==> src/rtl/ddr_mon_pkg.sv <==
// Shared encodings for the DDR command monitor.
// Assumes: command, error and power codes are visible at the ports as plain vectors.
package ddr_mon_pkg;

    typedef enum logic [4:0] {
        CMD_DESEL    = 5'd0,
        CMD_NOP      = 5'd1,
        CMD_ACT      = 5'd2,
        CMD_RD       = 5'd3,
        CMD_RDA      = 5'd4,
        CMD_WR       = 5'd5,
        CMD_WRA      = 5'd6,
        CMD_PRE      = 5'd7,
        CMD_PREA     = 5'd8,
        CMD_BST      = 5'd9,
        CMD_AREF     = 5'd10,
        CMD_SREF_IN  = 5'd11,
        CMD_PDN_PRE  = 5'd12,
        CMD_PDN_ACT  = 5'd13,
        CMD_CKE_EXIT = 5'd14,
        CMD_CKE_HOLD = 5'd15,
        CMD_MRS      = 5'd16,
        CMD_EMRS     = 5'd17
    } cmd_e;

    typedef enum logic [3:0] {
        ERR_NONE      = 4'd0,
        ERR_RW_CLOSED = 4'd1,
        ERR_ACT_OPEN  = 4'd2,
        ERR_LOCKED    = 4'd3,
        ERR_MRS_OPEN  = 4'd4,
        ERR_MRS_TRP   = 4'd5,
        ERR_CKE_CMD   = 4'd6
    } err_e;

    typedef enum logic [1:0] {
        PWR_RUN    = 2'd0,
        PWR_PD_PRE = 2'd1,
        PWR_PD_ACT = 2'd2,
        PWR_SREF   = 2'd3
    } pwr_e;

endpackage

==> src/rtl/ddr_cmd_decode.sv <==
// Turns one sampled bus cycle into a command code.
// Assumes: all_idle reflects the bank state before this edge; a command other
// than refresh, deselect or no-op on a falling clock enable is marked cke_bad.
module ddr_cmd_decode
    import ddr_mon_pkg::*;
(
    input  logic cke_prev,
    input  logic cke_cur,
    input  logic cs_n,
    input  logic ras_n,
    input  logic cas_n,
    input  logic we_n,
    input  logic a10,
    input  logic mode_sel,
    input  logic all_idle,
    output cmd_e cmd,
    output logic cke_bad
);

    cmd_e base;

    // Strobe pattern to base command, ignoring the clock enable
    always_comb begin
        base = CMD_DESEL;
        if (!cs_n) begin
            unique case ({ras_n, cas_n, we_n})
                3'b111:  base = CMD_NOP;
                3'b011:  base = CMD_ACT;
                3'b101:  base = a10 ? CMD_RDA : CMD_RD;
                3'b100:  base = a10 ? CMD_WRA : CMD_WR;
                3'b010:  base = a10 ? CMD_PREA : CMD_PRE;
                3'b110:  base = CMD_BST;
                3'b001:  base = CMD_AREF;
                default: base = mode_sel ? CMD_EMRS : CMD_MRS;
            endcase
        end
    end

    // Clock-enable transitions override or qualify the base command
    always_comb begin
        cmd     = base;
        cke_bad = 1'b0;
        if (!cke_prev) begin
            cmd = cke_cur ? CMD_CKE_EXIT : CMD_CKE_HOLD;
        end else if (!cke_cur) begin
            if (base == CMD_AREF)
                cmd = CMD_SREF_IN;
            else if (base == CMD_DESEL || base == CMD_NOP)
                cmd = all_idle ? CMD_PDN_PRE : CMD_PDN_ACT;
            else
                cke_bad = 1'b1;
        end
    end

endmodule

==> src/rtl/ddr_bank_track.sv <==
// State of one bank: open flag and auto-precharge lockout down-counter.
// Assumes: the set, clear and start strobes come only from accepted commands.
module ddr_bank_track #(
    parameter int RD_WIN = 5,
    parameter int WR_WIN = 8,
    parameter int CNT_W  = 4
) (
    input  logic clk,
    input  logic rst_n,
    input  logic set_open,
    input  logic clr_open,
    input  logic start_rd,
    input  logic start_wr,
    output logic is_open,
    output logic is_locked
);

    localparam logic [CNT_W-1:0] RD_LOAD = CNT_W'(RD_WIN - 1);
    localparam logic [CNT_W-1:0] WR_LOAD = CNT_W'(WR_WIN - 1);

    logic [CNT_W-1:0] cnt;

    // Open flag and lockout counter; counter saturates at zero
    always_ff @(posedge clk) begin
        if (!rst_n) begin
            is_open <= 1'b0;
            cnt     <= '0;
        end else begin
            if (cnt != '0) cnt <= cnt - 1'b1;
            if (set_open)  is_open <= 1'b1;
            if (clr_open)  is_open <= 1'b0;
            if (start_rd)  cnt <= RD_LOAD;
            if (start_wr)  cnt <= WR_LOAD;
        end
    end

    assign is_locked = (cnt != '0);

endmodule

==> src/rtl/ddr_rule_check.sv <==
// Judges one decoded command against bank, lockout and precharge-age state.
// Assumes: bank_hit is one-hot; open and locked are exclusive per bank.
module ddr_rule_check
    import ddr_mon_pkg::*;
#(
    parameter int NB = 4
) (
    input  cmd_e          cmd,
    input  logic          cke_bad,
    input  logic [NB-1:0] bank_hit,
    input  logic [NB-1:0] open_vec,
    input  logic [NB-1:0] lock_vec,
    input  logic          trp_done,
    output err_e          err
);

    logic bank_cmd, rw_cmd, mode_cmd;

    // Classify the command by which rule families apply
    always_comb begin
        bank_cmd = cmd inside {CMD_ACT, CMD_RD, CMD_RDA, CMD_WR, CMD_WRA, CMD_PRE};
        rw_cmd   = cmd inside {CMD_RD, CMD_RDA, CMD_WR, CMD_WRA};
        mode_cmd = cmd inside {CMD_MRS, CMD_EMRS};
    end

    // Priority chain of sequencing rules
    always_comb begin
        err = ERR_NONE;
        if (cke_bad)
            err = ERR_CKE_CMD;
        else if (bank_cmd && |(bank_hit & lock_vec))
            err = ERR_LOCKED;
        else if (cmd == CMD_PREA && |lock_vec)
            err = ERR_LOCKED;
        else if (rw_cmd && !(|(bank_hit & open_vec)))
            err = ERR_RW_CLOSED;
        else if (cmd == CMD_ACT && |(bank_hit & open_vec))
            err = ERR_ACT_OPEN;
        else if (mode_cmd && (|open_vec || |lock_vec))
            err = ERR_MRS_OPEN;
        else if (mode_cmd && !trp_done)
            err = ERR_MRS_TRP;
    end

endmodule

==> src/rtl/ddr_cmd_monitor.sv <==
// Top of the DDR command sequencing monitor: decode, rule check, per-bank
// tracking, precharge-age counter, power state and registered outputs.
// Assumes: one command per clock; a flagged command updates no tracked state.
module ddr_cmd_monitor
    import ddr_mon_pkg::*;
#(
    parameter int NB  = 4,
    parameter int BL  = 4,
    parameter int TRP = 3,
    parameter int TWR = 2,
    localparam int BA_W = (NB > 1) ? $clog2(NB) : 1
) (
    input  logic            clk,
    input  logic            rst_n,
    input  logic            cke_prev,
    input  logic            cke_cur,
    input  logic            cs_n,
    input  logic            ras_n,
    input  logic            cas_n,
    input  logic            we_n,
    input  logic            addr_a10,
    input  logic [BA_W-1:0] ba,
    output logic [4:0]      cmd_out,
    output logic            viol,
    output logic [3:0]      viol_code,
    output logic [NB-1:0]   bank_open,
    output logic [1:0]      pwr_state
);

    localparam int RD_WIN = BL / 2 + TRP;
    localparam int WR_WIN = BL / 2 + 1 + TWR + TRP;
    localparam int CNT_W  = $clog2(WR_WIN + 1);
    localparam int TRP_W  = $clog2(TRP + 1);
    localparam logic [TRP_W-1:0] TRP_LOAD = TRP_W'(TRP - 1);

    cmd_e             cmd;
    err_e             err;
    pwr_e             pwr_q;
    logic             cke_bad;
    logic             accept;
    logic [NB-1:0]    bank_hit, open_vec, lock_vec;
    logic [TRP_W-1:0] trp_cnt;

    ddr_cmd_decode u_decode (
        .cke_prev (cke_prev),
        .cke_cur  (cke_cur),
        .cs_n     (cs_n),
        .ras_n    (ras_n),
        .cas_n    (cas_n),
        .we_n     (we_n),
        .a10      (addr_a10),
        .mode_sel (ba[0]),
        .all_idle (~|open_vec && ~|lock_vec),
        .cmd      (cmd),
        .cke_bad  (cke_bad)
    );

    ddr_rule_check #(.NB(NB)) u_rules (
        .cmd      (cmd),
        .cke_bad  (cke_bad),
        .bank_hit (bank_hit),
        .open_vec (open_vec),
        .lock_vec (lock_vec),
        .trp_done (trp_cnt == '0),
        .err      (err)
    );

    assign accept = (err == ERR_NONE);

    for (genvar b = 0; b < NB; b++) begin : g_bank
        assign bank_hit[b] = (ba == BA_W'(b));

        ddr_bank_track #(
            .RD_WIN (RD_WIN),
            .WR_WIN (WR_WIN),
            .CNT_W  (CNT_W)
        ) u_bank (
            .clk       (clk),
            .rst_n     (rst_n),
            .set_open  (accept && cmd == CMD_ACT && bank_hit[b]),
            .clr_open  (accept && (cmd == CMD_PREA ||
                        (bank_hit[b] && cmd inside {CMD_PRE, CMD_RDA, CMD_WRA}))),
            .start_rd  (accept && cmd == CMD_RDA && bank_hit[b]),
            .start_wr  (accept && cmd == CMD_WRA && bank_hit[b]),
            .is_open   (open_vec[b]),
            .is_locked (lock_vec[b])
        );
    end

    // Cycles since the last accepted precharge, saturating at zero
    always_ff @(posedge clk) begin
        if (!rst_n)
            trp_cnt <= '0;
        else if (accept && cmd inside {CMD_PRE, CMD_PREA})
            trp_cnt <= TRP_LOAD;
        else if (trp_cnt != '0)
            trp_cnt <= trp_cnt - 1'b1;
    end

    // Clock-enable power state follows accepted entry and exit commands
    always_ff @(posedge clk) begin
        if (!rst_n)
            pwr_q <= PWR_RUN;
        else if (accept) begin
            unique case (cmd)
                CMD_SREF_IN:  pwr_q <= PWR_SREF;
                CMD_PDN_PRE:  pwr_q <= PWR_PD_PRE;
                CMD_PDN_ACT:  pwr_q <= PWR_PD_ACT;
                CMD_CKE_EXIT: pwr_q <= PWR_RUN;
                default:      pwr_q <= pwr_q;
            endcase
        end
    end

    // Registered report of the sampled cycle
    always_ff @(posedge clk) begin
        if (!rst_n) begin
            cmd_out   <= '0;
            viol      <= 1'b0;
            viol_code <= '0;
        end else begin
            cmd_out   <= cmd;
            viol      <= !accept;
            viol_code <= err;
        end
    end

    assign bank_open = open_vec;
    assign pwr_state = pwr_q;

endmodule

==> config.mk <==
export PLATFORM = sky130hd
export DESIGN_NAME = ddr_cmd_monitor
export DESIGN_NICKNAME = d
export VERILOG_FILES = /design/src/rtl/ddr_mon_pkg.sv /design/src/rtl/ddr_cmd_decode.sv /design/src/rtl/ddr_bank_track.sv /design/src/rtl/ddr_rule_check.sv /design/src/rtl/ddr_cmd_monitor.sv
export SDC_FILE = /design/constraint.sdc
export NUM_CORES = 1
export LEC_CHECK = 0
export BUFFER_PORTS_ARGS = -buffer_cell sky130_fd_sc_hd__buf_2
export CORE_ASPECT_RATIO = 0.9
export CORE_MARGIN = 1
export CORE_UTILIZATION = 40
export DETAILED_ROUTE_END_ITERATION = 12
export PLACE_DENSITY = 0.58
export SLEW_MARGIN = 20
export SYNTH_ARGS = -nofsm -noshare
export SYNTH_HDL_FRONTEND = slang
export SYNTH_SLANG_ARGS = --single-unit
==> constraint.sdc <==
create_clock -name clk -period 4.35 [get_ports clk]
set_input_delay 0.87 -clock clk [delete_from_list [all_inputs] [get_ports clk]]
set_output_delay 0.87 -clock clk [all_outputs]
set_load 0.01 [all_outputs]
==> impl_metrics.py <==
metrics = {
    "floorplanning": {
        "die_y_um": 72.3,
        "io_pins": 27,
        "core_area_um2": 5260,
        "initial_utilization": 0.418,
        "die_w_um": 80.1,
        "dieArea_um2": 5790,
        "fp-row-count": 25,
    },
    "cells_and_area": {
        "fin_cells": 344,
        "final_cell_mix": "dfxtp_1 (33), nor2_1 (27), buf_2 (25)",
        "n_antenna_cell": 0,
        "nets": 297,
        "layout-drive-gt1-share": 0.213,
        "area_delta_synth_final_pct": 7.64,
        "fin_area_um2": 2360,
        "final_common_cell": "dfxtp_1",
        "fin_util": 0.450,
    },
    "flow_run": {
        "cap_viol_max_count": 0,
    },
    "synthesis": {
        "syn_inst": 260,
        "syn_area_um2": 2190,
        "yosys_most_used_dff": "dfxtp_1",
        "ys_types": 62,
        "syn_nets": 279,
        "async_flop_share": 0,
        "synth_edf_count": 0,
        "ys_ff_latch": 33,
        "synth_area_per_cell_um2": 8.44,
        "synth_warnings": 0,
        "synth_seq_area_share": 0.301,
    },
    "power": {
        "switchingPower_uw": 472,
        "switching_share": 0.383,
        "p_per_area_nw_per_um2": 522,
        "p_int_uw": 760,
        "pwr-share-seq": 0.351,
        "total_power_uw": 1230,
        "clkPwrFrac": 0.169,
        "p_leak_uw": 0.000992,
        "p_comb_frac": 0.480,
        "ir_worst_vdd_uv": 247,
    },
    "placed_design": {
        "io_buffers": 25,
        "place_inst": 338,
        "dp_hpwl_um": 3710,
        "placed_area_um2": 2290,
        "place.gp.congestion": 0.899,
    },
    "clock_tree": {
        "clock_latency_ps": 290,
        "ctsResizeCount": 0,
        "clock-root-buffer": "clkbuf_8",
        "cts_setup_buffers": 0,
        "htree_levels": 2,
        "postCtsHoldBufs": 0,
        "numCtsBuffers": 5,
        "tritoncts": "built",
        "clk_path_buf_depth": 2,
        "cts_num_sinks": 33,
        "path_clk_slew_ps": 60,
    },
    "setup_path": {
        "end_kind": "flop",
        "cp_data_arrival_time_ps": 3210,
        "path_class": "primary input to flop",
        "crit_path_start_kind": "primary input",
        "crit_path_max_fanout": 14,
        "critical_path_required_ps": 4530,
    },
    "drt": {
        "wirelength_um": 4930,
        "vias": 1907,
        "drt-pass1-iter-count": 4,
        "initialDrtViolationCount": 102,
        "wirelength_met1_um": 2510,
        "vias_per_cell": 5.54,
        "drc": 0,
        "top_layer": "met4",
        "met3WireLength_um": 267,
        "wl_met2_um": 2070,
        "drt-wirelength-per-cell_um": 14.3,
        "postRouteAntennaNets": 0,
    },
    "timing": {
        "period_needed_ps": 3040,
        "drv_slew": 0,
        "setup_viol": 0,
        "finalSetupTns_ps": 0,
        "rsz0062_at_grt": "no",
        "max_freq_mhz": 329,
        "fin_crit_sh": 0.698,
        "clock_skew_ps": 4.04,
        "hold_viol": 0,
        "tightest_slew_ps": 714,
        "slew_headroom": 0.522,
    },
    "min_path": {
        "hp-class": "flop to flop",
    },
    "grt": {
        "grt_max_degree": 22,
        "grt_pass1_vias": 1771,
        "overflow": 0,
        "grt_usage": 0.195,
        "antenna_found_initial": 0,
        "grt_pass1_wl_um": 8630,
    },
    "status": {
        "outcome": "finished clean",
    },
}
[cell usage after synthesis, types with 2 or more instances]
library cell   n  area (µm²)
a31oi_1       13        81.3
a311oi_1       4        35.0
nor4_4         2        42.5
and2_1         4        25.0
o21a_1         7        52.6
or3_1          4        25.0
xnor2_1        5        43.8
o21ai_0        9        45.0
nor3_1        10        50.1
inv_1         16        60.1
and2b_1        2        15.0
nor3b_2        3        37.5
and3_2         3        22.5
or2_2          4        25.0
mux2i_1        3        30.0
ha_1           8         100
dfxtp_1       33         661
and4_2         4        40.0
a21o_1         2        15.0
o211ai_1       3        22.5
nor2_1        27         101
a211oi_1       3        22.5
nor3b_1        3        22.5
nand2_1       15        56.3
clkbuf_1       3        11.3
nor2b_1        2        12.5
buf_2          2        10.0
clkbuf_8       4        55.1
a21oi_1       19        95.1
nand4_1        3        18.8
nand3_1        3        15.0
nor4b_1        2        17.5
buf_4          5        37.5
o211a_1        2        20.0
[critical path, stage by stage]
cell and delay [ps]:
buf_2 210, nor2_1 90, o32ai_1 360, a221oi_2 230, a32o_2 330, nor4_4 420, buf_4 240, nand3_1 130
mux2_1 330
[worst paths after layout]
path	start	cells past startpoint	endpoint	slack, ps
hold reg to reg	trp_cnt[0]	1	trp_cnt[0]	440
hold / removal	trp_cnt[0]	1	trp_cnt[0]	440
setup reg to reg	g_bank[3].u_bank.cnt[0]	10	g_bank[3].u_bank.cnt[0]	1390
setup / recovery	ras_n	9	g_bank[3].u_bank.cnt[0]	1310
[cell type report]
class | instances | area (µm²)
timing repair buffer | 27 | 140
multi-input combinational | 195 | 1340
clock buffer | 5 | 68.8
tap | 67 | 83.8
fill | 539 | 2890
inverter | 16 | 60.1
sequential | 33 | 661
clock inverter | 1 | 5.00
[stage by stage]
stage,hold WS (ps),setup WS (ps)
after floorplan,414,1520
after global routing,484,1120
after detailed placement,439,1030
final,438,1310
after CTS,445,1320
after global placement,427,1070
[flip-flops by register name, summed over array words and instances, names as in the netlist]
signal	flops
g_bank.u_bank.cnt	16
viol_code	3
viol	1
trp_cnt	2
cmd_out	5
g_bank.u_bank.is_open	4
pwr_state	2
[logic make-up after synthesis]
group                    share of synthesized area
flip-flops                                   0.301
XOR/XNOR                                    0.0200
AO/OA/AOI/OAI                                0.238
AND/OR/NAND/NOR                              0.273
adder cells (fa/ha/maj)                     0.0456
buffers and inverters                       0.0867
other                                      0.00171
multiplexers                                0.0342
[power groups by stage]
stage,combinational [µW],sequential (µW),clock [µW]
detailed placement,584,439,0
CTS,592,433,216
global placement,590,438,0
floorplan,484,432,0
global route,688,441,229
finish,592,433,208
[routing by layer]
layer / GRT usage / vias up
met5: 0 / -
met4: 0.0754 / 0
met3: 0.0491 / 8
met2: 0.292 / 49
met1: 0.270 / 868
li1: - / 982
Power figures use the tool's default switching activity.
